**config.mk**
```make
export PLATFORM = sky130hd
export DESIGN_NAME = trap_ctrl
export DESIGN_NICKNAME = d
export VERILOG_FILES = /design/src/rtl/trap_pkg.sv /design/src/rtl/trap_arbiter.sv /design/src/rtl/trap_vector.sv /design/src/rtl/trap_state.sv /design/src/rtl/trap_ctrl.sv
export SDC_FILE = /design/constraint.sdc
export NUM_CORES = 1
export LEC_CHECK = 0
export BUFFER_PORTS_ARGS = -buffer_cell sky130_fd_sc_hd__buf_2
export CAP_MARGIN = 20
export CORE_MARGIN = 2
export CORE_UTILIZATION = 35
export DETAILED_ROUTE_END_ITERATION = 6
export GPL_ROUTABILITY_DRIVEN = 0
export PLACE_DENSITY = 0.73
export SLEW_MARGIN = 10
export SYNTH_ARGS = -nofsm -noshare
export SYNTH_HDL_FRONTEND = slang
export SYNTH_HIERARCHICAL = 1
export SYNTH_SLANG_ARGS = --single-unit
```
**constraint.sdc**
```tcl
create_clock -name clk -period 4.45 [get_ports clk]
set_input_delay 0 -clock clk [delete_from_list [all_inputs] [get_ports clk]]
set_output_delay 0 -clock clk [all_outputs]
set_load 0.02 [all_outputs]
```
**src/rtl/trap_pkg.sv**
```systemverilog
// Shared types for the trap controller.
// Assumes a 32-bit PC and exactly two fault sources.
package trap_pkg;
    localparam int XLEN = 32;

    typedef enum logic [0:0] {
        CAUSE_BADOP = 1'b0,
        CAUSE_OVF   = 1'b1
    } trap_cause_e;

    typedef struct packed {
        logic            hit;
        trap_cause_e     cause;
        logic [XLEN-1:0] pc;
        logic            from_ex;
    } trap_req_t;
endpackage

```
**src/rtl/trap_arbiter.sv**
```systemverilog
// Picks the winning fault by instruction age; execute is older than decode.
// Assumes flags are meaningful only when their slot valid bit is high and
// the mask input is low; it is purely combinational.
module trap_arbiter
    import trap_pkg::*;
(
    input  logic            mask_i,
    input  logic            id_ok_i,
    input  logic            id_bad_i,
    input  logic [XLEN-1:0] id_pc_i,
    input  logic            ex_ok_i,
    input  logic            ex_ovf_i,
    input  logic [XLEN-1:0] ex_pc_i,
    output trap_req_t       req_o
);
    logic ex_fault;
    logic id_fault;

    // Qualify each flag with its slot valid bit and the post-trap mask.
    always_comb begin
        ex_fault = ex_ok_i & ex_ovf_i & ~mask_i;
        id_fault = id_ok_i & id_bad_i & ~mask_i;
    end

    // Age priority: the execute instruction wins over the decode one.
    always_comb begin
        req_o.hit     = ex_fault | id_fault;
        req_o.from_ex = ex_fault;
        if (ex_fault) begin
            req_o.cause = CAUSE_OVF;
            req_o.pc    = ex_pc_i;
        end else begin
            req_o.cause = CAUSE_BADOP;
            req_o.pc    = id_pc_i;
        end
    end
endmodule

```
**src/rtl/trap_vector.sv**
```systemverilog
// Forms the handler address from the mode and the cause.
// Assumes causes are numbered from 0 and map to VEC_BASE + n*VEC_STRIDE.
module trap_vector
    import trap_pkg::*;
#(
    parameter logic [XLEN-1:0] FIXED_ENTRY = 32'h8000_0180,
    parameter logic [XLEN-1:0] VEC_BASE    = 32'hC000_0000,
    parameter logic [XLEN-1:0] VEC_STRIDE  = 32'h0000_0020,
    parameter int              N_VEC       = 2
) (
    input  logic            vec_mode_i,
    input  trap_cause_e     cause_i,
    output logic [XLEN-1:0] entry_o
);
    localparam int IDX_W = (N_VEC > 1) ? $clog2(N_VEC) : 1;

    logic [XLEN-1:0] vec_tab [N_VEC];
    logic [IDX_W-1:0] idx;

    // One table entry per cause, spaced by the stride.
    for (genvar g = 0; g < N_VEC; g++) begin : g_vec
        assign vec_tab[g] = VEC_BASE + VEC_STRIDE * g;
    end

    // Widen the cause to a table index.
    always_comb begin
        idx = IDX_W'(cause_i);
    end

    // Select the shared entry or the per-cause entry.
    always_comb begin
        if (vec_mode_i) entry_o = vec_tab[idx];
        else            entry_o = FIXED_ENTRY;
    end
endmodule

```
**src/rtl/trap_state.sv**
```systemverilog
// Holds the return PC, the cause and the one-cycle post-trap mask.
// Assumes a synchronous active-low reset; updates only on a taken trap.
module trap_state
    import trap_pkg::*;
#(
    parameter logic [XLEN-1:0] PC_STEP = 32'd4
) (
    input  logic            clk,
    input  logic            rst_n,
    input  trap_req_t       req_i,
    output logic [XLEN-1:0] ret_pc_o,
    output trap_cause_e     cause_o,
    output logic            mask_o
);
    // Latch return PC and cause on the edge ending a trap cycle.
    always_ff @(posedge clk) begin
        if (!rst_n) begin
            ret_pc_o <= '0;
            cause_o  <= CAUSE_BADOP;
        end else if (req_i.hit) begin
            ret_pc_o <= req_i.pc + PC_STEP;
            cause_o  <= req_i.cause;
        end
    end

    // Mask all faults for the cycle right after a trap.
    always_ff @(posedge clk) begin
        if (!rst_n) mask_o <= 1'b0;
        else        mask_o <= req_i.hit;
    end
endmodule

```
**src/rtl/trap_ctrl.sv**
```systemverilog
// Top of the precise trap controller: arbitration, handler address,
// flush/kill generation and recorded trap state.
// Assumes fault flags are presented combinationally in the cycle the
// instruction sits in its stage, and that the pipeline acts on flushes
// at the closing edge of that cycle.
module trap_ctrl
    import trap_pkg::*;
#(
    parameter logic [31:0] FIXED_ENTRY = 32'h8000_0180,
    parameter logic [31:0] VEC_BASE    = 32'hC000_0000,
    parameter logic [31:0] VEC_STRIDE  = 32'h0000_0020,
    parameter int          N_VEC       = 2
) (
    input  logic        clk,
    input  logic        rst_n,
    input  logic        vec_mode_i,
    input  logic        id_ok_i,
    input  logic        id_bad_i,
    input  logic [31:0] id_pc_i,
    input  logic        ex_ok_i,
    input  logic        ex_ovf_i,
    input  logic [31:0] ex_pc_i,
    output logic        kill_f_o,
    output logic        kill_d_o,
    output logic        kill_x_o,
    output logic        wr_block_o,
    output logic [31:0] ret_pc_o,
    output logic        cause_o,
    output logic        jump_o,
    output logic [31:0] jump_pc_o
);
    trap_req_t   req_raw;
    trap_req_t   req;
    trap_cause_e cause_q;
    logic        mask_q;
    logic [31:0] entry;

    trap_arbiter u_arb (
        .mask_i   (mask_q),
        .id_ok_i  (id_ok_i),
        .id_bad_i (id_bad_i),
        .id_pc_i  (id_pc_i),
        .ex_ok_i  (ex_ok_i),
        .ex_ovf_i (ex_ovf_i),
        .ex_pc_i  (ex_pc_i),
        .req_o    (req_raw)
    );

    // Nothing is taken while reset is held.
    always_comb begin
        req     = req_raw;
        req.hit = req_raw.hit & rst_n;
        req.from_ex = req_raw.from_ex & rst_n;
    end

    trap_vector #(
        .FIXED_ENTRY (FIXED_ENTRY),
        .VEC_BASE    (VEC_BASE),
        .VEC_STRIDE  (VEC_STRIDE),
        .N_VEC       (N_VEC)
    ) u_vec (
        .vec_mode_i (vec_mode_i),
        .cause_i    (req.cause),
        .entry_o    (entry)
    );

    trap_state u_state (
        .clk      (clk),
        .rst_n    (rst_n),
        .req_i    (req),
        .ret_pc_o (ret_pc_o),
        .cause_o  (cause_q),
        .mask_o   (mask_q)
    );

    // Flush every slot at or younger than the winner; older stages run on.
    always_comb begin
        kill_f_o   = req.hit;
        kill_d_o   = req.hit;
        kill_x_o   = req.from_ex;
        wr_block_o = req.from_ex;
    end

    // Redirect strobe and address, address zero when idle.
    always_comb begin
        jump_o    = req.hit;
        jump_pc_o = req.hit ? entry : '0;
        cause_o   = cause_q;
    end
endmodule

```
==> run metrics <==
Pwr Total=just over 0.8 mW; Slew Limit Fails=0; area grow syn2layout=17.9%; RSZ-0062 raised after global routing=false; Total Neg Setup Slack=0 ns; Least-Margin Pin Slew=0.710 ns; Yosys top cell by area=dfxtp_1; worst hold path type=input pin to register; CP max-delay cell=or4_1; nets=489; CP Launch Type=register; CP Max Fanout=33; IO Pins=141; DR vias/cell=4.97; most common cell after layout, fill and taps aside=buf_2; clock buffer depth=2; Syn Inst Count=327; CTS root buf=clkbuf_8; TritonCTS clock tree=built; cts hold-fix bufs=0; worst slack, placed=1.27 ns; Power Density=249 nW/um2; clk sinks=34; largest net degree at the start of global routing=70; IR Drop Worst-Case VDD=between 0.0001 and 0.00015 V; worst skew pair latency=0.29 ns; most frequent cells in the layout=buf_2, dfxtp_1, and3_2, mux2_4; drt first pass iters=4; LEAKAGE=roughly 1.7 nW; first-pass GRT wire length=10,300 um; initial antenna violation count=0; core footprint=7770 um2; Req. time, crit path=4.67 ns; Post-DRT Antenna Nets=0; Top delay family on crit path=simple AND/OR/NAND/NOR gates; number of global-route vias before repair=~2,200; Yosys warning total=6; Top FF cell, synth=dfxtp_1; hold slack=~0.064 ns; relative slew slack=52.6%; most used cell, CP=or4_1; crit path capture type=register; crit path buf inv count=0; drt drc=0; Max Clk Rate=315 MHz; grt total ovfl=0; final period utilization=~70%; Num CTS Buffers=5; clk_skew=0.00713 ns; max-cap viol count=0; Routed wire per std cell=12.6 um; global-route usage over all layers=14.5%; Port Buf Inserts=between 100 and 150; outcome=complete, no violations; Seq/Total Area, Yosys=24.1%; chip height=93.8 um; asr flop ratio synth=0%; ANT cells=0; DRT iter0 DRCs=approximately 110; HPWL Detailed=slightly below 5000 um; Synth cell types=38; post-synth top area share=24.1%; starting density of the core=36.4%; Area contributors post-synth=dfxtp_1, mux2_4, buf_4; final setup fails=0; vias=approximately 2,600; CP Class=register to register; layout cells sized above 1=between 40 and 50%; H-Tree Depth=2; post-synthesis cell area=2830 um2; crit path DAT=3.39 ns; row count=32; # fillers=782; slowest stage delay, CP=0.67 ns; Die X=93.8 um; Hold Violations, Final=0; Resize count post-CTS=0; die area=about 8800 um2; Synth Register Bits=34; Final min period=~3.2 ns; Post-synth EDFFs=0; Setup Fix Bufs, Post-CTS=0; Worst-path clk slew=about 0.070 ns; final worst-path setup slack=1.28 ns; crit-path cells=nand3b_4 -> mux2_4 -> ha_1 -> nand2_1 -> or4_1 -> or4_1 -> a31oi_1; Mean Syn Cell Area=8.64 um2; routed wire length=6560 um
-- per-stage QoR --
step / utilization (%) / area (um2) / std cells
global route: 42.9 / 3330 / 519
global placement: 41.7 / 3240 / 511
CTS: 42.6 / 3310 / 518
floorplan: - / 2920 / 353
detailed placement: 41.7 / 3240 / 511
finish: 42.9 / 3330 / 519
-- per-layer routing --
metal  GRT usage [%]  routed length [um]  vias up
met4            5.80                 107        0
li1                -                   -     1311
met1            17.7                2790     1134
met2            25.5                3130      130
met5               0                   0        -
met3            2.25                 529        6
-- path summary, 6_finish.rpt --
check / from / slack, ns / to / cells past startpoint
worst min-delay path: id_pc_i[2] / 0.06 / u_state/ret_pc_o[2]$_SDFFE_PN0P_ / 3
worst min register to register: u_state/ret_pc_o[5]$_SDFFE_PN0P_ / 0.49 / u_state/ret_pc_o[5]$_SDFFE_PN0P_ / 2
worst max register to register: u_state/mask_o$_SDFF_PN0_ / 1.28 / u_state/ret_pc_o[28]$_SDFFE_PN0P_ / 7
worst max-delay path: u_state/mask_o$_SDFF_PN0_ / 1.28 / u_state/ret_pc_o[28]$_SDFFE_PN0P_ / 7
-- flip-flops by register name (all words and copies together), names as in the netlist --
name	count
u_state/cause_o	1
u_state/mask_o	1
u_state/ret_pc_o	32
-- cell usage after synthesis (4+ instances only) --
master     n
mux2_4    29
nor4_1     4
or3_1      8
buf_6      4
o31ai_1    7
and3_2    32
buf_2      4
a21oi_1    5
nor3_1     6
nand2_1   11
a211oi_1   7
inv_1     11
a31oi_1   13
dfxtp_1   34
buf_4     35
or4_1      9
nand3_1    9
nand4_1    6
nor2_1    13
xor2_1     5
xnor2_1    6
clkbuf_1   9
o21ai_0   28
mux2i_1    4
-- kinds of logic after synthesis --
group,count (synthesis),share of synthesized area (%)
muxes,36,18.0
DFF,34,24.1
xor gates and xnor gates,11,3.41
and+or+nand+nor,109,24.5
adders and majority gates,1,0.443
buffers and inverters,69,15.2
AOI/OAI and AO/OA,65,14.1
other,2,0.266
-- worst min-delay path, delay by kind of cell --
family / cells / cell delay [ns]
buffers and inverters: 1 / 0.07
AOI/OAI and AO/OA: 1 / 0.07
muxes: 1 / 0.16
-- cell type report --
class / instances / area [um2] / area share (%)
clock buffers: 7 / 76.3 / 2.29
inverters: 11 / 41.3 / 1.24
multi-input cells: 250 / 1810 / 54.4
flip-flops and latches: 34 / 681 / 20.4
well taps: 102 / 128 / 3.83
repair buffers: 115 / 593 / 17.8
-- power by group --
part / internal (mW) / leakage [nW] / switching [mW]
registers: 0.327 / 0.279 / 0.0116
clock network: 0.108 / 0.0383 / 0.109
logic: 0.118 / 1.34 / 0.157
total: 0.552 / 1.66 / 0.278
No activity file was read; power rests on OpenSTA's default activity.
